<file path="src/rtl/bru_pkg.sv">
package bru_pkg;

    localparam int OPT_W  = 5;
    localparam int IDX_W  = 5;
    localparam int CR_W   = 32;
    localparam int FLD_W  = 4;

    // option bit positions (behavioural: each bit selects a test mode)
    localparam int OPT_SKIP_COND = 4;
    localparam int OPT_WANT_BIT  = 3;
    localparam int OPT_KEEP_CTR  = 2;
    localparam int OPT_ON_ZERO   = 1;

    typedef enum logic [1:0] {
        BK_REL         = 2'd0,
        BK_TO_LINK     = 2'd1,
        BK_TO_COUNT    = 2'd2,
        BK_UNCOND_LINK = 2'd3
    } br_kind_e;

    typedef struct packed {
        logic ctr_ok;
        logic cond_ok;
        logic dec_en;
    } br_test_t;

    // field idx/4, offset idx%4, offset 0 is the field's top bit
    function automatic logic pick_cr_bit(logic [CR_W-1:0] cr, logic [IDX_W-1:0] idx);
        int unsigned fld;
        int unsigned off;
        fld = int'(idx) / FLD_W;
        off = int'(idx) % FLD_W;
        return cr[CR_W - 1 - (fld * FLD_W + off)];
    endfunction

endpackage

</file>
<file path="src/rtl/bru_tests.sv">
module bru_tests
    import bru_pkg::*;
#(
    parameter int XLEN = 32
) (
    input  br_kind_e               kind,
    input  logic [OPT_W-1:0]       opt,
    input  logic [IDX_W-1:0]       idx,
    input  logic [CR_W-1:0]        cr,
    input  logic [XLEN-1:0]        ctr_cur,
    output br_test_t               res,
    output logic [XLEN-1:0]        ctr_new
);
    logic cond_kind;
    logic sel_bit;

    always_comb begin
        cond_kind   = (kind == BK_REL) || (kind == BK_TO_LINK);
        res.dec_en  = cond_kind && !opt[OPT_KEEP_CTR];
        ctr_new     = res.dec_en ? (ctr_cur - XLEN'(1)) : ctr_cur;

        if (!res.dec_en)
            res.ctr_ok = 1'b1;
        else if (opt[OPT_ON_ZERO])
            res.ctr_ok = (ctr_new == '0);
        else
            res.ctr_ok = (ctr_new != '0);

        sel_bit     = pick_cr_bit(cr, idx);
        res.cond_ok = opt[OPT_SKIP_COND] || (sel_bit == opt[OPT_WANT_BIT]);
    end
endmodule

</file>
<file path="src/rtl/bru_spr_regs.sv">
module bru_spr_regs #(
    parameter int XLEN = 32
) (
    input  logic            clk,
    input  logic            rst,
    input  logic            ctr_we,
    input  logic [XLEN-1:0] ctr_d,
    input  logic            lr_we,
    input  logic [XLEN-1:0] lr_d,
    output logic [XLEN-1:0] ctr_q,
    output logic [XLEN-1:0] lr_q
);
    always_ff @(posedge clk) begin
        if (rst) begin
            ctr_q <= '0;
            lr_q  <= '0;
        end else begin
            if (ctr_we) ctr_q <= ctr_d;
            if (lr_we)  lr_q  <= lr_d;
        end
    end


    spr_reset_chk: assert property (@(posedge clk) rst |=> (ctr_q == '0 && lr_q == '0));
endmodule

</file>
<file path="src/rtl/bru_target.sv">
module bru_target
    import bru_pkg::*;
#(
    parameter int XLEN       = 32,
    parameter int ALIGN_BITS = 2
) (
    input  br_kind_e        kind,
    input  logic [XLEN-1:0] pc,
    input  logic [XLEN-1:0] tgt,
    input  logic [XLEN-1:0] ctr_cur,
    input  logic [XLEN-1:0] lr_cur,
    input  logic            take,
    output logic [XLEN-1:0] next_pc,
    output logic [XLEN-1:0] seq_pc
);
    localparam logic [XLEN-1:0] ALIGN_MASK = ~XLEN'((1 << ALIGN_BITS) - 1);
    localparam logic [XLEN-1:0] STEP       = XLEN'(1 << ALIGN_BITS);

    logic [XLEN-1:0] jump_pc;

    always_comb begin
        seq_pc = pc + STEP;
        unique case (kind)
            BK_TO_LINK:  jump_pc = lr_cur & ALIGN_MASK;
            BK_TO_COUNT: jump_pc = ctr_cur & ALIGN_MASK;
            default:     jump_pc = tgt;
        endcase
        next_pc = take ? jump_pc : seq_pc;
    end
endmodule

</file>
<file path="src/rtl/branch_resolve_unit.sv">
module branch_resolve_unit
    import bru_pkg::*;
#(
    parameter int XLEN = 32
) (
    input  logic            clk,
    input  logic            rst,
    input  logic            valid_i,
    input  logic [1:0]      kind_i,
    input  logic [XLEN-1:0] pc_i,
    input  logic [XLEN-1:0] target_i,
    input  logic [4:0]      opt_i,
    input  logic [4:0]      idx_i,
    input  logic [31:0]     cr_i,
    output logic [XLEN-1:0] next_pc_o,
    output logic            taken_o
);
    br_kind_e        kind;
    br_test_t        tst;
    logic [XLEN-1:0] ctr_q, lr_q, ctr_new, nxt, seq;
    logic            take, link_wr;

    assign kind = br_kind_e'(kind_i);

    bru_tests #(.XLEN(XLEN)) u_tests (
        .kind(kind), .opt(opt_i), .idx(idx_i), .cr(cr_i),
        .ctr_cur(ctr_q), .res(tst), .ctr_new(ctr_new)
    );

    always_comb begin
        take    = (kind == BK_UNCOND_LINK) || (tst.ctr_ok && tst.cond_ok);
        link_wr = (kind == BK_TO_COUNT) || (kind == BK_UNCOND_LINK);
    end

    bru_target #(.XLEN(XLEN), .ALIGN_BITS(2)) u_target (
        .kind(kind), .pc(pc_i), .tgt(target_i), .ctr_cur(ctr_q),
        .lr_cur(lr_q), .take(take), .next_pc(nxt), .seq_pc(seq)
    );

    bru_spr_regs #(.XLEN(XLEN)) u_regs (
        .clk(clk), .rst(rst),
        .ctr_we(valid_i && tst.dec_en), .ctr_d(ctr_new),
        .lr_we(valid_i && link_wr), .lr_d(seq),
        .ctr_q(ctr_q), .lr_q(lr_q)
    );

    always_ff @(posedge clk) begin
        if (rst) begin
            next_pc_o <= '0;
            taken_o   <= 1'b0;
        end else if (valid_i) begin
            next_pc_o <= nxt;
            taken_o   <= take;
        end
    end


    hold_chk: assert property (@(posedge clk) disable iff (rst)
        !valid_i |=> ($stable(next_pc_o) && $stable(taken_o)));

    fallthru_chk: assert property (@(posedge clk) disable iff (rst)
        valid_i |=> (taken_o || next_pc_o == $past(pc_i) + XLEN'(4)));

    uncond_chk: assert property (@(posedge clk) disable iff (rst)
        (valid_i && kind_i == 2'd3) |=> (taken_o && next_pc_o == $past(target_i)));

    link_wr_chk: assert property (@(posedge clk) disable iff (rst)
        (valid_i && kind_i[1]) |=> (lr_q == $past(pc_i) + XLEN'(4)));

    ctr_keep_chk: assert property (@(posedge clk) disable iff (rst)
        (valid_i && kind_i[1]) |=> $stable(ctr_q));

    align_chk: assert property (@(posedge clk) disable iff (rst)
        (valid_i && (kind_i == 2'd1 || kind_i == 2'd2)) |=> (!taken_o || next_pc_o[1:0] == 2'b00));
endmodule

</file>
<file path="config.mk">
export PLATFORM = sky130hd
export DESIGN_NAME = branch_resolve_unit
export DESIGN_NICKNAME = d
export VERILOG_FILES = /design/src/rtl/bru_pkg.sv /design/src/rtl/bru_tests.sv /design/src/rtl/bru_spr_regs.sv /design/src/rtl/bru_target.sv /design/src/rtl/branch_resolve_unit.sv
export SDC_FILE = /design/constraint.sdc
export NUM_CORES = 1
export LEC_CHECK = 0
export BUFFER_PORTS_ARGS = -buffer_cell sky130_fd_sc_hd__buf_2
export CAP_MARGIN = 20
export CORE_MARGIN = 2
export CORE_UTILIZATION = 59
export CTS_CLUSTER_DIAMETER = 100
export DETAILED_ROUTE_END_ITERATION = 7
export PLACE_DENSITY = 0.94
export RECOVER_POWER = 50
export SYNTH_ARGS = -nofsm -noshare
export SYNTH_HDL_FRONTEND = slang
export SYNTH_SLANG_ARGS = --single-unit
export TNS_END_PERCENT = 1
</file>
<file path="constraint.sdc">
create_clock -name clk -period 6.76 [get_ports clk]
set_input_delay 1.014 -clock clk [delete_from_list [all_inputs] [get_ports clk]]
set_output_delay 1.014 -clock clk [all_outputs]
set_load 0.02 [all_outputs]
</file>
### Yosys cells after proc, flatten, opt, wreduce, memory -nomap -nowiden

Cells that the tools add are included.

| storage, ports and cells | value |
|---|---|
| input bits | 111 |
| output and inout port bits | 33 |
| word-level logic and storage cells | 32 |
| bits in registers | 97 |

| cells by class | value |
|---|---|
| reduce and logical (&&, ||, !) cells | 12 |
| equal/unequal tests | 4 |
| multiplexer cells | 7 |
| add/sub/neg operators | 4 |
| order comparisons | 1 |

Operators by type and width:

| cell | count |
|---|---|
| $mux 32 | 2 |
| $pmux 32 s2 | 1 |
| $add 32x3->32 const B | 1 |
| $logic_not 32->1 | 1 |
| $lt 32x6->1 const B | 1 |
| $reduce_bool 32->1 | 1 |
| $sub 32x1->32 const B | 1 |
| $sub 5x32->32 const A | 1 |
| $add 5x2->6 | 1 |
| $bmux 1 s5 | 1 |
| $eq 2x2->1 const B | 2 |
| $logic_and 1x1->1 | 4 |
| $logic_or 1x1->1 | 4 |
| $mux 1 | 3 |
| $eq 2x1->1 const B | 1 |
| $logic_not 2->1 | 1 |
| $eq 1x1->1 | 1 |
| $logic_not 1->1 | 1 |

### Depth between registers and ports, before layout

| depth | value |
|---|---|
| word-level depth | 10 |
| depth in mapped cells | 12 |
| depth with buffers taken out | 10 |

### Cells and area by module

Synthesis repeated with hierarchy kept, for this count alone.

| unflattened totals | value |
|---|---|
| cell total of the unflattened synthesis | 770 |
| area, all modules | 6630.1 um^2 |

By module, submodules not included:

| module | area each (um^2) | sequential area each (um^2) | cells an instance | instances |
|---|---|---|---|---|
| bru_spr_regs | 2339.7 | 1281.2 | 207 | 1 |
| bru_target | 1669.1 | 0.0 | 278 | 1 |
| bru_tests | 1387.6 | 0.0 | 174 | 1 |
| branch_resolve_unit | 1233.7 | 660.6 | 111 | 1 |

### Least setup slack after synthesis

OpenSTA, ideal clock, no wires.

| timing | value |
|---|---|
| kind | input -> register |
| start point | input port kind_i[1] |
| end point | register next_pc_o[12] |
| stages on the path | 12 |
| buffers on the path | 2 |
| required time | 6.640 ns |
| arrival | 3.443 ns |
| slack | 3.197 ns |
| setup time | 0.120 ns |
| cell sequence | inv_1 > ha_1 > o21ba_2 > clkbuf_1 > nand3_1 > or3_1 > a221oi_1 > and4_4 > a31o_4 > buf_12 > nor4_2 > a211o_1 |

| on the way | value |
|---|---|
| cells in the longest elaborated chain, start to end | 10 |
| elaborated cells between the ends (all ways) | 15 |
| classes of those cells | 3 x eq/ne; 5 x mux; 7 x reduce/logical |

Ends and longest elaborated chain:

| what | RTL line | text |
|---|---|---|
| start, declared | branch_resolve_unit.sv:9 | `input logic [1:0] kind_i,` |
| $eq 2x1->1 or $logic_not 2->1 (tied branches) | bru_tests.sv:18, bru_target.sv:23 |  |
| $logic_or 1x1->1 | bru_tests.sv:18 | `cond_kind = (kind == BK_REL) \|\| (kind == BK_TO_LINK);` |
| $logic_and 1x1->1 | bru_tests.sv:19 | `res.dec_en = cond_kind && !opt[OPT_KEEP_CTR];` |
| $mux 32 | bru_tests.sv:20 | `ctr_new = res.dec_en ? (ctr_cur - XLEN'(1)) : ctr_cur;` |
| $reduce_bool 32->1 or $logic_not 32->1 (tied branches) | bru_tests.sv:27, bru_tests.sv:25 |  |
| $mux 1 | bru_tests.sv:24 | `else if (opt[OPT_ON_ZERO])` |
| $mux 1 | bru_tests.sv:22 | `if (!res.dec_en)` |
| $logic_and 1x1->1 | branch_resolve_unit.sv:31 | `take = (kind == BK_UNCOND_LINK) \|\| (tst.ctr_ok && tst.cond_ok);` |
| $logic_or 1x1->1 | branch_resolve_unit.sv:31 |  |
| $mux 32 * | bru_target.sv:28 | `next_pc = take ? jump_pc : seq_pc;` |
| end signal, assigned | branch_resolve_unit.sv:52 | `next_pc_o <= nxt;` |
| end, declared | branch_resolve_unit.sv:15 | `output logic [XLEN-1:0] next_pc_o,` |

Every way passes the cells marked *; elsewhere a longest branch is shown, timed or not.
A chain may end at the register's enable or synchronous reset.

### Worst setup path in the final report

| timing | value |
|---|---|
| start point | input port kind_i[1] |
| end point | register next_pc_o[31] |

The elaborated chain is that of the path after synthesis.

==> summary.md <==
| Metric | Value |
|---|---|
| Sequential element share of the synthesized area | `30.4%` |
| Min cycle time layout | `5.27 ns` |
| Post-CTS Setup Bufs | `0` |
| Synth async-reset ratio | `0%` |
| Diode count | `0` |
| FF-to-FF path depth | `8` |
| Avg WL per Cell | `17.9 um` |
| Main combinational cell family by area after synthesis | `simple AND/OR/NAND/NOR gates` |
| Largest net degree at the start of global routing | `97` |
| Post-synthesis mux area share | `3.96%` |
| Critical path class | `input pin to register` |
| Most numerous cell on the critical path | `clkbuf_1` |
| GRT overflow | `0` |
| Met3 usage | `5.11%` |
| Initial Util | `60.7%` |
| Min-delay src | `u_regs.lr_q[16]` |
| Initial DRC Count | `669` |
| Syn Area/Cell | `8.44 um^2` |
| Cell count after synthesis | `742` |
| Unrepaired setup endpoints after global routing | `no` |
| Max-cap viol count | `3` |
| Endpoint class of the critical path | `register` |
| Vias in the first global route | `5964` |
| Top_reg_cell synth | `dfxtp_1` |
| Cell Count Post-Placement | `964` |
| DRC | `0` |
| CTS max path bufs | `2` |
| P per Cell Area | `200 nW/um^2` |
| Syn Nets | `859` |
| Worst-path clk slew | `0.09 ns` |
| CTS root buf | `clkbuf_8` |
| Reg-to-reg endpoint | `next_pc_o[31]` |
| Drt via density | `6.44` |
| Routed WL | `17.6 mm` |
| GRT Resource Usage Total | `30.8%` |
| Grt met2 use | `49.6%` |
| CTS sink count | `95` |
| Final Setup Violations | `0` |
| Fin cells | `980` |
| Post-synthesis cell area | `6260 um^2` |
| Critical-path cell list | `clkbuf_1 > inv_1 > ha_1 > clkbuf_1 > o21ba_1 > nand3_1 > o311ai_0 > mux2i_1 > or2_1 > a31oi_2 > nand2_4 > a211o_1` |
| Initial antenna violation count | `0` |
| Buffers on Ports | `142` |
| Simple-gate share of the synthesized area | `26.8%` |
| Share of layout cells above drive strength 1 | `24.2%` |
| Die height | `107 um` |
| Layout Area Growth over Synthesis | `12.0%` |
| Post-CTS sizing | `0` |
| Critical Path Max Stage Delay | `1.15 ns` |
| FF-to-FF setup slack | `3.29 ns` |
| XOR/XNOR share of the synthesized area | `8.11%` |
| Warnings from Yosys | `0` |
| Worst setup margin | `1.49 ns` |
| Final Hold Viols | `0` |
| EDFF count, synth | `0` |
| Num ports | `144` |
| Die Span X | `107 um` |
| Hold depth | `2` |
| Critical Path AT | `5.53 ns` |
| Dpl cell area | `6890 um^2` |
| VDD IR max | `114 uV` |
| DP HPWL | `12.3 mm` |
| GRT busiest layer | `met2` |
| Fraction of the mapped netlist area in compound gates | `24.1%` |
| DIE AREA | `11500 um^2` |
| GPL Wtd Cong | `0.924` |
| HP Class | `register to register` |
| CTS Hold Bufs | `0` |
| CTS Buf Count | `9` |
| # rows | `37` |
| Vias | `6311` |
| Pwr Total | `1400 uW` |
| Required time of the worst setup path | `7.02 ns` |
| Routed Antenna Nets | `0` |
| CTS tree | `done` |
| FF-to-FF Start | `u_regs.ctr_q[2]` |
| Outcome | `complete, but fails checks` |
| Fin crit share | `77.9%` |
| Hold Path End | `u_regs.lr_q[16]` |
| FF+latch count, synth | `95` |
| Failing checks | `capacitance limit, slew limit` |
| Slew HR | `-70.9%` |
| Nets | `956` |
| Clock skew | `0.0100 ns` |
| Largest fanout on the critical path | `32` |
| CP max-delay cell | `clkbuf_1` |
| Final instance area | `7020 um^2` |
| Area of the core | `10300 um^2` |
| Met1 Use GR | `39.3%` |
| Worst-Skew Late Latency | `0.37 ns` |
| Worst setup SP type | `input pin` |
| Dpl ws | `2.20 ns` |
| Unique masters post-synth | `67` |
| First-pass GRT wire length | `28.4 mm` |
| Fraction of the mapped netlist area in adder cells | `1.20%` |
| Highest clock rate | `190 MHz` |
| First-pass DRT Iterations | `6` |
| TNS Setup | `0 ns` |
| Fin. max-slew vios | `125` |
| Leak pwr | `0.00272 uW` |
| Tightest Pin Transition | `2.56 ns` |
| H-tree levels | `3` |
[layer usage]
metal	routed length, um	vias to the layer above
li1	-	2912
met1	6950	2932
met2	8280	385
met3	1580	82
met4	743	0
met5	0	-
[critical path, delay by kind of cell]
family                     cells  cell delay, ns
AOI/OAI and AO/OA              4            1.77
buffers and inverters          3            1.33
and+or+nand+nor                3            1.10
muxes                          1            0.15
adders and majority gates      1            0.13
[cell families after synthesis]
kind of cell    count (synthesis)
buf+inv                        71
xor+xnor                       58
compound gates                177
mux                            17
fa+ha+maj                       6
flops                          95
simple gates                  318
[layout by cell type (no fill, tap or decap), drive strengths merged, types with 4 or more instances in the layout]
cell type | netlist | routed
a211o | 5 | 5
a211oi | 32 | 32
a21oi | 4 | 4
a22oi | 30 | 30
a311oi | 27 | 27
and3 | 5 | 5
buf | 19 | 112
clkbuf | 45 | 50
dfxtp | 95 | 95
ha | 6 | 6
inv | 7 | 7
mux2i | 9 | 9
mux4 | 6 | 6
nand2 | 77 | 77
nand3 | 17 | 17
nand3b | 6 | 6
nand4 | 10 | 10
nand4b | 4 | 4
nor2 | 102 | 102
nor3 | 35 | 35
nor3b | 6 | 6
nor4 | 21 | 21
o21ai | 35 | 35
o21bai | 26 | 26
or2 | 7 | 7
or3 | 12 | 12
or4 | 5 | 5
xnor2 | 29 | 29
xor2 | 29 | 29
[cells in the mapped netlist, drive strengths merged (17+ instances only)]
cell type  count  area share, %
nor2         102            6.1
nand2         77            4.7
xnor2         29            4.1
buf           19            2.4
o21bai        26            3.1
nor3          35            4.3
dfxtp         95             30
nand3         17            1.4
nor4          21            2.7
a211oi        32            3.9
a22oi         30            3.6
a311oi        27            6.4
xor2          29            4.1
o21ai         35            3.0
clkbuf        45            2.7
[final cells by class]
cell class | count | area, um^2
multi-input combinational | 576 | 4020
fill | 796 | 3310
sequential | 95 | 1900
timing repair buffer | 150 | 718
tap | 136 | 170
clock buffer | 12 | 155
clock inverter | 4 | 30.0
inverter | 7 | 26.3
[worst max-delay path by stage]
stage | from | end | slack (ns)
global route | kind_i[1] | next_pc_o[16] | 1.32
finish | kind_i[1] | next_pc_o[31] | 1.49
floorplan | kind_i[1] | next_pc_o[12] | 3.20
detailed placement | kind_i[1] | next_pc_o[17] | 2.20
global placement | kind_i[1] | next_pc_o[16] | 2.30
CTS | kind_i[1] | next_pc_o[31] | 2.58
[registers in the layout, summed over array words and instances, names as in the netlist]
signal        flops
u_regs.lr_q      30
next_pc_o        32
u_regs.ctr_q     32
taken_o           1
[where the power goes]
part,leakage [uW],internal (uW),total (uW),switching (uW)
Combinational,0.00184,153,406,253
Sequential,0.000780,601,634,33.8
Clock,0.0000926,155,360,205
[through the flow]
| stage | hold slack, ns | utilization [%] |
|---|---|---|
| floorplan | 0.461 | - |
| global placement | 0.472 | 66.7 |
| detailed placement | 0.494 | 66.7 |
| CTS | 0.505 | 68.5 |
| global route | 0.522 | 68.0 |
| finish | 0.508 | 68.0 |
(Power assumes the default switching activity.)
